<file path="config.mk">
export PLATFORM = sky130hd
export DESIGN_NAME = dma_addr_seq
export DESIGN_NICKNAME = d
export VERILOG_FILES = /design/src/rtl/dma_seq_pkg.sv /design/src/rtl/dma_seq_side.sv /design/src/rtl/dma_seq_datapath.sv /design/src/rtl/dma_seq_ctrl.sv /design/src/rtl/dma_addr_seq.sv
export SDC_FILE = /design/constraint.sdc
export NUM_CORES = 1
export LEC_CHECK = 0
export BUFFER_PORTS_ARGS = -buffer_cell sky130_fd_sc_hd__buf_2
export CAP_MARGIN = 25
export CELL_PAD_IN_SITES_DETAIL_PLACEMENT = 1
export CELL_PAD_IN_SITES_GLOBAL_PLACEMENT = 1
export CORE_MARGIN = 1.5
export CORE_UTILIZATION = 40
export CTS_BUF_LIST = sky130_fd_sc_hd__clkbuf_4
export CTS_CLUSTER_DIAMETER = 150
export CTS_CLUSTER_SIZE = 12
export DETAILED_ROUTE_END_ITERATION = 8
export PLACE_DENSITY_LB_ADDON = 0.1
export SETUP_SLACK_MARGIN = 0.4
export SLEW_MARGIN = 30
export SYNTH_ARGS = -nofsm -noshare
export SYNTH_HDL_FRONTEND = slang
export SYNTH_SLANG_ARGS = --single-unit
</file>
<file path="constraint.sdc">
create_clock -name clk -period 4.38 [get_ports clk]
set_input_delay 0.657 -clock clk [delete_from_list [all_inputs] [get_ports clk]]
set_output_delay 0.657 -clock clk [all_outputs]
set_load 0.03 [all_outputs]
</file>
<file path="src/rtl/dma_seq_pkg.sv">
package dma_seq_pkg;

  // Width codes shared by both sides
  localparam logic [1:0] W_BYTE = 2'd0;
  localparam logic [1:0] W_HALF = 2'd1;
  localparam logic [1:0] W_WORD = 2'd2;
  localparam logic [1:0] W_RSVD = 2'd3;

  // Address update modes
  localparam logic [1:0] M_INC = 2'd0;
  localparam logic [1:0] M_DEC = 2'd1;

  // Field positions inside the control words
  localparam int SRC_WIDTH_LSB = 24;
  localparam int DST_WIDTH_LSB = 28;
  localparam int SRC_MODE_LSB  = 24;
  localparam int DST_MODE_LSB  = 28;
  localparam int SRC_CHUNK_BIT = 16;
  localparam int DST_CHUNK_BIT = 20;

  // Strobes from control to datapath
  typedef struct packed {
    logic loadEn;
    logic stepEn;
  } seqCmd_t;

endpackage

</file>
<file path="src/rtl/dma_seq_side.sv">
module dma_seq_side
  import dma_seq_pkg::*;
#(
  parameter int ADDR_W = 32,
  parameter int STRB_W = 4
) (
  input  logic              clk,
  input  logic              rstN,
  input  seqCmd_t           cmd,
  input  logic [ADDR_W-1:0] addrIn,
  input  logic [1:0]        widthIn,
  input  logic [1:0]        modeIn,
  output logic [ADDR_W-1:0] addr,
  output logic [STRB_W-1:0] strb
);
  localparam int LANE_W = $clog2(STRB_W);

  logic [1:0]        widthQ;
  logic [1:0]        modeQ;
  logic [ADDR_W-1:0] stepAmt;
  logic [ADDR_W-1:0] addrNext;

  always_comb begin
    case (widthQ)
      W_BYTE:  stepAmt = ADDR_W'(1);
      W_HALF:  stepAmt = ADDR_W'(2);
      default: stepAmt = ADDR_W'(4);
    endcase
  end

  always_comb begin
    case (modeQ)
      M_INC:   addrNext = addr + stepAmt;
      M_DEC:   addrNext = addr - stepAmt;
      default: addrNext = addr;
    endcase
  end

  always_ff @(posedge clk or negedge rstN) begin
    if (!rstN) begin
      addr   <= '0;
      widthQ <= W_BYTE;
      modeQ  <= M_INC;
    end else if (cmd.loadEn) begin
      addr   <= addrIn;
      widthQ <= widthIn;
      modeQ  <= modeIn;
    end else if (cmd.stepEn) begin
      addr   <= addrNext;
    end
  end

  for (genvar g = 0; g < STRB_W; g++) begin : gLane
    localparam logic [LANE_W-1:0] LANE = LANE_W'(g);
    logic byteHit;
    logic halfHit;
    assign byteHit = (addr[LANE_W-1:0] == LANE);
    assign halfHit = (addr[LANE_W-1:1] == LANE[LANE_W-1:1]);
    assign strb[g] = (widthQ == W_BYTE) ? byteHit :
                     (widthQ == W_HALF) ? halfHit : 1'b1;
  end

endmodule

</file>
<file path="src/rtl/dma_seq_datapath.sv">
module dma_seq_datapath
  import dma_seq_pkg::*;
#(
  parameter int ADDR_W = 32,
  parameter int STRB_W = 4
) (
  input  logic              clk,
  input  logic              rstN,
  input  seqCmd_t           cmd,
  input  logic [ADDR_W-1:0] srcAddrIn,
  input  logic [ADDR_W-1:0] dstAddrIn,
  input  logic [1:0]        srcWidthIn,
  input  logic [1:0]        dstWidthIn,
  input  logic [1:0]        srcModeIn,
  input  logic [1:0]        dstModeIn,
  output logic [ADDR_W-1:0] srcAddr,
  output logic [ADDR_W-1:0] dstAddr,
  output logic [STRB_W-1:0] srcStrb,
  output logic [STRB_W-1:0] dstStrb,
  output logic              widthErr
);
  localparam int SIDES = 2;

  logic [ADDR_W-1:0] sideAddrIn [SIDES];
  logic [1:0]        sideWidth  [SIDES];
  logic [1:0]        sideMode   [SIDES];
  logic [ADDR_W-1:0] sideAddr   [SIDES];
  logic [STRB_W-1:0] sideStrb   [SIDES];

  assign sideAddrIn[0] = srcAddrIn;
  assign sideAddrIn[1] = dstAddrIn;
  assign sideWidth[0]  = srcWidthIn;
  assign sideWidth[1]  = dstWidthIn;
  assign sideMode[0]   = srcModeIn;
  assign sideMode[1]   = dstModeIn;

  for (genvar s = 0; s < SIDES; s++) begin : gSide
    dma_seq_side #(.ADDR_W(ADDR_W), .STRB_W(STRB_W)) u_side (
      .clk    (clk),
      .rstN   (rstN),
      .cmd    (cmd),
      .addrIn (sideAddrIn[s]),
      .widthIn(sideWidth[s]),
      .modeIn (sideMode[s]),
      .addr   (sideAddr[s]),
      .strb   (sideStrb[s])
    );
  end

  assign srcAddr = sideAddr[0];
  assign dstAddr = sideAddr[1];
  assign srcStrb = sideStrb[0];
  assign dstStrb = sideStrb[1];

  always_ff @(posedge clk or negedge rstN) begin
    if (!rstN)           widthErr <= 1'b0;
    else if (cmd.loadEn) widthErr <= (srcWidthIn == W_RSVD) || (dstWidthIn == W_RSVD);
  end

endmodule

</file>
<file path="src/rtl/dma_seq_ctrl.sv">
module dma_seq_ctrl
  import dma_seq_pkg::*;
#(
  parameter int SIZE_W = 16,
  parameter int CTRL_W = 32
) (
  input  logic              clk,
  input  logic              rstN,
  input  logic              load,
  input  logic              beatAck,
  input  logic [CTRL_W-1:0] ctrlAIn,
  output seqCmd_t           cmd,
  output logic              busy,
  output logic              bufDone,
  output logic              srcChunkEnd,
  output logic              dstChunkEnd,
  output logic [CTRL_W-1:0] ctrlAOut
);
  localparam int KEEP_W = CTRL_W - 1;

  logic [KEEP_W-1:0] ctrlQ;
  logic [SIZE_W-1:0] sizeQ;
  logic [SIZE_W-1:0] beatIdx;
  logic              doneFlag;
  logic              lastBeat;
  logic              quadEnd;
  logic [SIZE_W-1:0] sizeIn;
  logic              unusedDoneIn;

  assign unusedDoneIn = ctrlAIn[CTRL_W-1];
  assign sizeIn       = ctrlAIn[SIZE_W-1:0];
  assign cmd.loadEn   = load && !busy;
  assign cmd.stepEn   = busy && beatAck;
  assign lastBeat     = (beatIdx == sizeQ - SIZE_W'(1));
  assign quadEnd      = (beatIdx[1:0] == 2'b11);

  always_ff @(posedge clk or negedge rstN) begin
    if (!rstN) begin
      ctrlQ    <= '0;
      sizeQ    <= '0;
      beatIdx  <= '0;
      busy     <= 1'b0;
      doneFlag <= 1'b0;
      bufDone  <= 1'b0;
    end else if (cmd.loadEn) begin
      ctrlQ    <= ctrlAIn[KEEP_W-1:0];
      sizeQ    <= sizeIn;
      beatIdx  <= '0;
      busy     <= (sizeIn != '0);
      doneFlag <= (sizeIn == '0);
      bufDone  <= (sizeIn == '0);
    end else if (cmd.stepEn) begin
      beatIdx  <= beatIdx + SIZE_W'(1);
      bufDone  <= lastBeat;
      if (lastBeat) begin
        busy     <= 1'b0;
        doneFlag <= 1'b1;
      end
    end else begin
      bufDone  <= 1'b0;
    end
  end

  assign srcChunkEnd = busy && (!ctrlQ[SRC_CHUNK_BIT] || quadEnd || lastBeat);
  assign dstChunkEnd = busy && (!ctrlQ[DST_CHUNK_BIT] || quadEnd || lastBeat);
  assign ctrlAOut    = {doneFlag, ctrlQ};

endmodule

</file>
<file path="src/rtl/dma_addr_seq.sv">
module dma_addr_seq
  import dma_seq_pkg::*;
#(
  parameter int ADDR_W = 32,
  parameter int SIZE_W = 16,
  parameter int STRB_W = 4
) (
  input  logic              clk,
  input  logic              rstN,
  input  logic              load,
  input  logic [ADDR_W-1:0] srcAddrIn,
  input  logic [ADDR_W-1:0] dstAddrIn,
  input  logic [31:0]       ctrlAIn,
  input  logic [31:0]       ctrlBIn,
  input  logic              beatAck,
  output logic              busy,
  output logic [ADDR_W-1:0] srcAddr,
  output logic [ADDR_W-1:0] dstAddr,
  output logic [STRB_W-1:0] srcStrb,
  output logic [STRB_W-1:0] dstStrb,
  output logic              srcChunkEnd,
  output logic              dstChunkEnd,
  output logic              bufDone,
  output logic [31:0]       ctrlAOut,
  output logic              widthErr
);
  seqCmd_t cmd;
  logic    unusedCtrlB;

  assign unusedCtrlB = ^{ctrlBIn[31:30], ctrlBIn[27:26], ctrlBIn[23:0]};

  dma_seq_ctrl #(.SIZE_W(SIZE_W), .CTRL_W(32)) u_ctrl (
    .clk        (clk),
    .rstN       (rstN),
    .load       (load),
    .beatAck    (beatAck),
    .ctrlAIn    (ctrlAIn),
    .cmd        (cmd),
    .busy       (busy),
    .bufDone    (bufDone),
    .srcChunkEnd(srcChunkEnd),
    .dstChunkEnd(dstChunkEnd),
    .ctrlAOut   (ctrlAOut)
  );

  dma_seq_datapath #(.ADDR_W(ADDR_W), .STRB_W(STRB_W)) u_dp (
    .clk       (clk),
    .rstN      (rstN),
    .cmd       (cmd),
    .srcAddrIn (srcAddrIn),
    .dstAddrIn (dstAddrIn),
    .srcWidthIn(ctrlAIn[SRC_WIDTH_LSB+1:SRC_WIDTH_LSB]),
    .dstWidthIn(ctrlAIn[DST_WIDTH_LSB+1:DST_WIDTH_LSB]),
    .srcModeIn (ctrlBIn[SRC_MODE_LSB+1:SRC_MODE_LSB]),
    .dstModeIn (ctrlBIn[DST_MODE_LSB+1:DST_MODE_LSB]),
    .srcAddr   (srcAddr),
    .dstAddr   (dstAddr),
    .srcStrb   (srcStrb),
    .dstStrb   (dstStrb),
    .widthErr  (widthErr)
  );

endmodule

</file>
==> results.json <==
{
  "outcome": "finished clean",
  "powerDensity_nw_per_um2": 676,
  "fin_crit_ps": 3780,
  "wl_per_cell_um": 17.5,
  "grt_use_total_pct": 24.4,
  "place_hpwl_um": 21200,
  "avgSynthCellArea_um2": 8.12,
  "worstSetupStartpoint": "u_ctrl.sizeQ[0]$_DFFE_PN0P_",
  "grt_first_pass_wirelength_um": 46800,
  "tns_ps": 0,
  "yosysSeqAreaShare_pct": 33.2,
  "dieArea_um2": 23300,
  "clk_path_buf_depth": 2,
  "place_area_um2": 10300,
  "slew_violations": 0,
  "clock_latency_ps": 580,
  "numCtsBuffers": 17,
  "drv_cap": 0,
  "hold_path.class": "input port to asynchronous set/reset pin",
  "h-tree-depth": 4,
  "ff2ff_setup_slack_ps": 600,
  "die_x_um": 153,
  "fmax_ghz": 0.264,
  "worstPathMaxFanout": 6,
  "core_um2": 21900,
  "syn_inst": 1105,
  "nets": 1511,
  "p_leak_nw": 5.21,
  "syn_area_um2": 8970,
  "drt-initial-drc-count": 246,
  "antenna_found_initial": 4,
  "timing.rr.start": "u_ctrl.ctrlQ[29]$_DFFE_PN0P_",
  "timing.rr.end": "u_dp.gSide[1].u_side.addr[14]$_DFFE_PN0P_",
  "overflow": 0,
  "cts_root_buffer": "clkbuf_4",
  "drive_gt1_share_pct": 22.1,
  "synth_top_area_cell": "dfrtp_1",
  "tightest_slew_ps": 911,
  "startpoint_type": "flip-flop",
  "io_buffers": 211,
  "p_total_w": 0.00723,
  "cts_tree": "yes",
  "cp-end-kind": "primary output",
  "reg2reg_depth": 14,
  "firstDrtPassIters": 4,
  "drt_wl_total_um": 28100,
  "mostFrequentLayoutCells": "buf_2 (210), nand2_1 (195), dfrtp_1 (117), a21oi_1 (104), nor2_1 (90)",
  "ys_warn_count": 0,
  "drc_errors": 0,
  "die_y_um": 153,
  "crit_arrival_ps": 3130,
  "required_ps": 3720,
  "synth_seq_cells": 119,
  "ir_worst_vdd_v": 0.000289,
  "final_common_cell": "buf_2",
  "gp_congestion": 0.879,
  "pin_count": 241,
  "max_slew_margin_pct": 39.1,
  "finalSetupViolCount": 0,
  "hold_viol": 0,
  "syn_nets": 1305,
  "yosysTopAreaCellShare_pct": 33.2,
  "grt_pass1_vias": 9180,
  "synth_flop_cell": "dfrtp_1",
  "fin_area_um2": 10700,
  "syn_to_final_growth_pct": 19.2,
  "post-route-period-util_pct": 86.4,
  "initial_utilization_pct": 41.0,
  "async_reset_ff_share_pct": 100,
  "routed_via_density": 5.53,
  "vias": 8899,
  "crit_path_end": "dstChunkEnd",
  "synth-edff-count": 0,
  "synthDistinctLibCells": 70,
  "clock_sinks": 119,
  "path_class": "flip-flop to primary output",
  "grt_max_degree": 94,
  "skew_ps": 30.7,
  "rsz0062_at_grt": "yes",
  "rows": 54,
  "synthTopCellsByArea": "dfrtp_1 (33%), ha_1 (9.2%), nand2_1 (8.2%)",
  "clk_pin_slew_ps": 150,
  "hold_ws_ps": 128,
  "antenna_left": 0
}
-- worst max-delay path, stage by stage (launching register included) --
cell	delay, ps
dfrtp_2	480
inv_1	100
ha_1	270
nor4b_4	220
buf_4	180
nand3_1	80
xnor2_1	160
a2111o_1	350
nor2_1	150
a31oi_1	150
a21boi_0	210
buf_2	230
-- through the flow --
step                util (%)  cells  worst slack (ps)
floorplan                  -   1105               845
global placement        47.1   1566               560
detailed placement      47.1   1566               476
CTS                     48.5   1599               422
global route            48.8   1606               340
finish                  48.9   1608               595
-- timing repair --
item,4_1_cts,5_1_grt
buffers inserted,1,5
endpoints found under the setup margin,1,10
pin swaps,0,0
hold buffers,0,0
resized for setup,0,8
-- area by class of cell --
class	count	area [um2]
antenna	4	10.0
clock buffer	17	128
clock inverter	15	165
fill	2799	11200
inverter	23	90.1
multi-input combinational	921	5770
sequential	119	2980
tap	280	350
timing repair buffer	229	1200
-- synth_stat cells, types with 3 or more instances --
cell type,count
nor3_1,15
nand3b_1,4
nor4_1,8
o211ai_1,7
dfrtp_1,119
inv_1,23
xor2_1,28
nor2b_1,14
xnor2_1,51
a21o_1,31
clkbuf_1,35
a31oi_1,16
ha_1,66
a22oi_1,13
nand3_1,28
a21boi_0,8
mux2i_1,5
o21ai_1,3
nand2_1,195
o21a_1,11
a211o_1,3
nand2b_1,13
o21bai_1,11
o22ai_1,8
a21oi_2,3
o21ai_0,83
and3_1,9
o31ai_1,7
a21oi_1,105
or3_1,6
nor2_1,91
a221oi_1,4
and4_1,6
nand4_1,12
buf_1,3
and2_1,5
or2_2,4
a211oi_1,9
-- power by group --
part | total, W | switching, W | internal [W]
Clock | 0.000881 | 0.000530 | 0.000351
Sequential | 0.00188 | 0.000407 | 0.00147
Combinational | 0.00447 | 0.00283 | 0.00164
Total | 0.00723 | 0.00377 | 0.00347
-- worst min path at each step --
| stage | slack, ps | startpoint | depth (start not counted) | to |
|---|---|---|---|---|
| after global placement | 450 | u_ctrl.ctrlQ[30]$_DFFE_PN0P_ | 2 | u_ctrl.ctrlQ[30]$_DFFE_PN0P_ |
| after detailed placement | 460 | u_ctrl.ctrlQ[27]$_DFFE_PN0P_ | 2 | u_ctrl.ctrlQ[27]$_DFFE_PN0P_ |
| final | 130 | rstN | 1 | u_dp.gSide[1].u_side.addr[23]$_DFFE_PN0P_ |
| after CTS | 160 | rstN | 1 | u_dp.gSide[1].u_side.addr[30]$_DFFE_PN0P_ |
| after floorplan | 360 | rstN | 0 | u_ctrl.beatIdx[0]$_DFFE_PN0P_ |
| after global routing | 160 | rstN | 1 | u_dp.gSide[1].u_side.addr[23]$_DFFE_PN0P_ |
-- kinds of logic after synthesis --
group           after synthesis  synth area share, %
buf+inv                      65                 2.94
compound gates              345                 24.0
xor+xnor                     79                 7.71
mux                           5                0.558
flops                       119                 33.2
simple gates                424                 22.0
fa+ha+maj                    68                 9.65
-- sequential cells by signal (all words and copies together) (netlist names) --
name / count
u_ctrl.beatIdx: 16
u_ctrl.bufDone: 1
u_dp.widthErr: 1
u_ctrl.doneFlag: 1
u_ctrl.sizeQ: 15
u_ctrl.busy: 1
u_dp.gSide.u_side.addr: 64
u_dp.gSide.u_side.modeQ: 4
u_ctrl.ctrlQ: 15
u_dp.gSide.u_side.widthQ: 1
-- per-layer routing --
metal  vias up  wire length [um]  global-route usage, %
li1       4378                 -                      -
met1      4306             12800                   31.2
met2       180             13500                   41.6
met3        33              1240                   4.75
met4         2               543                   7.51
met5         -                16                      0
No activity file was read; power rests on OpenSTA's default activity.
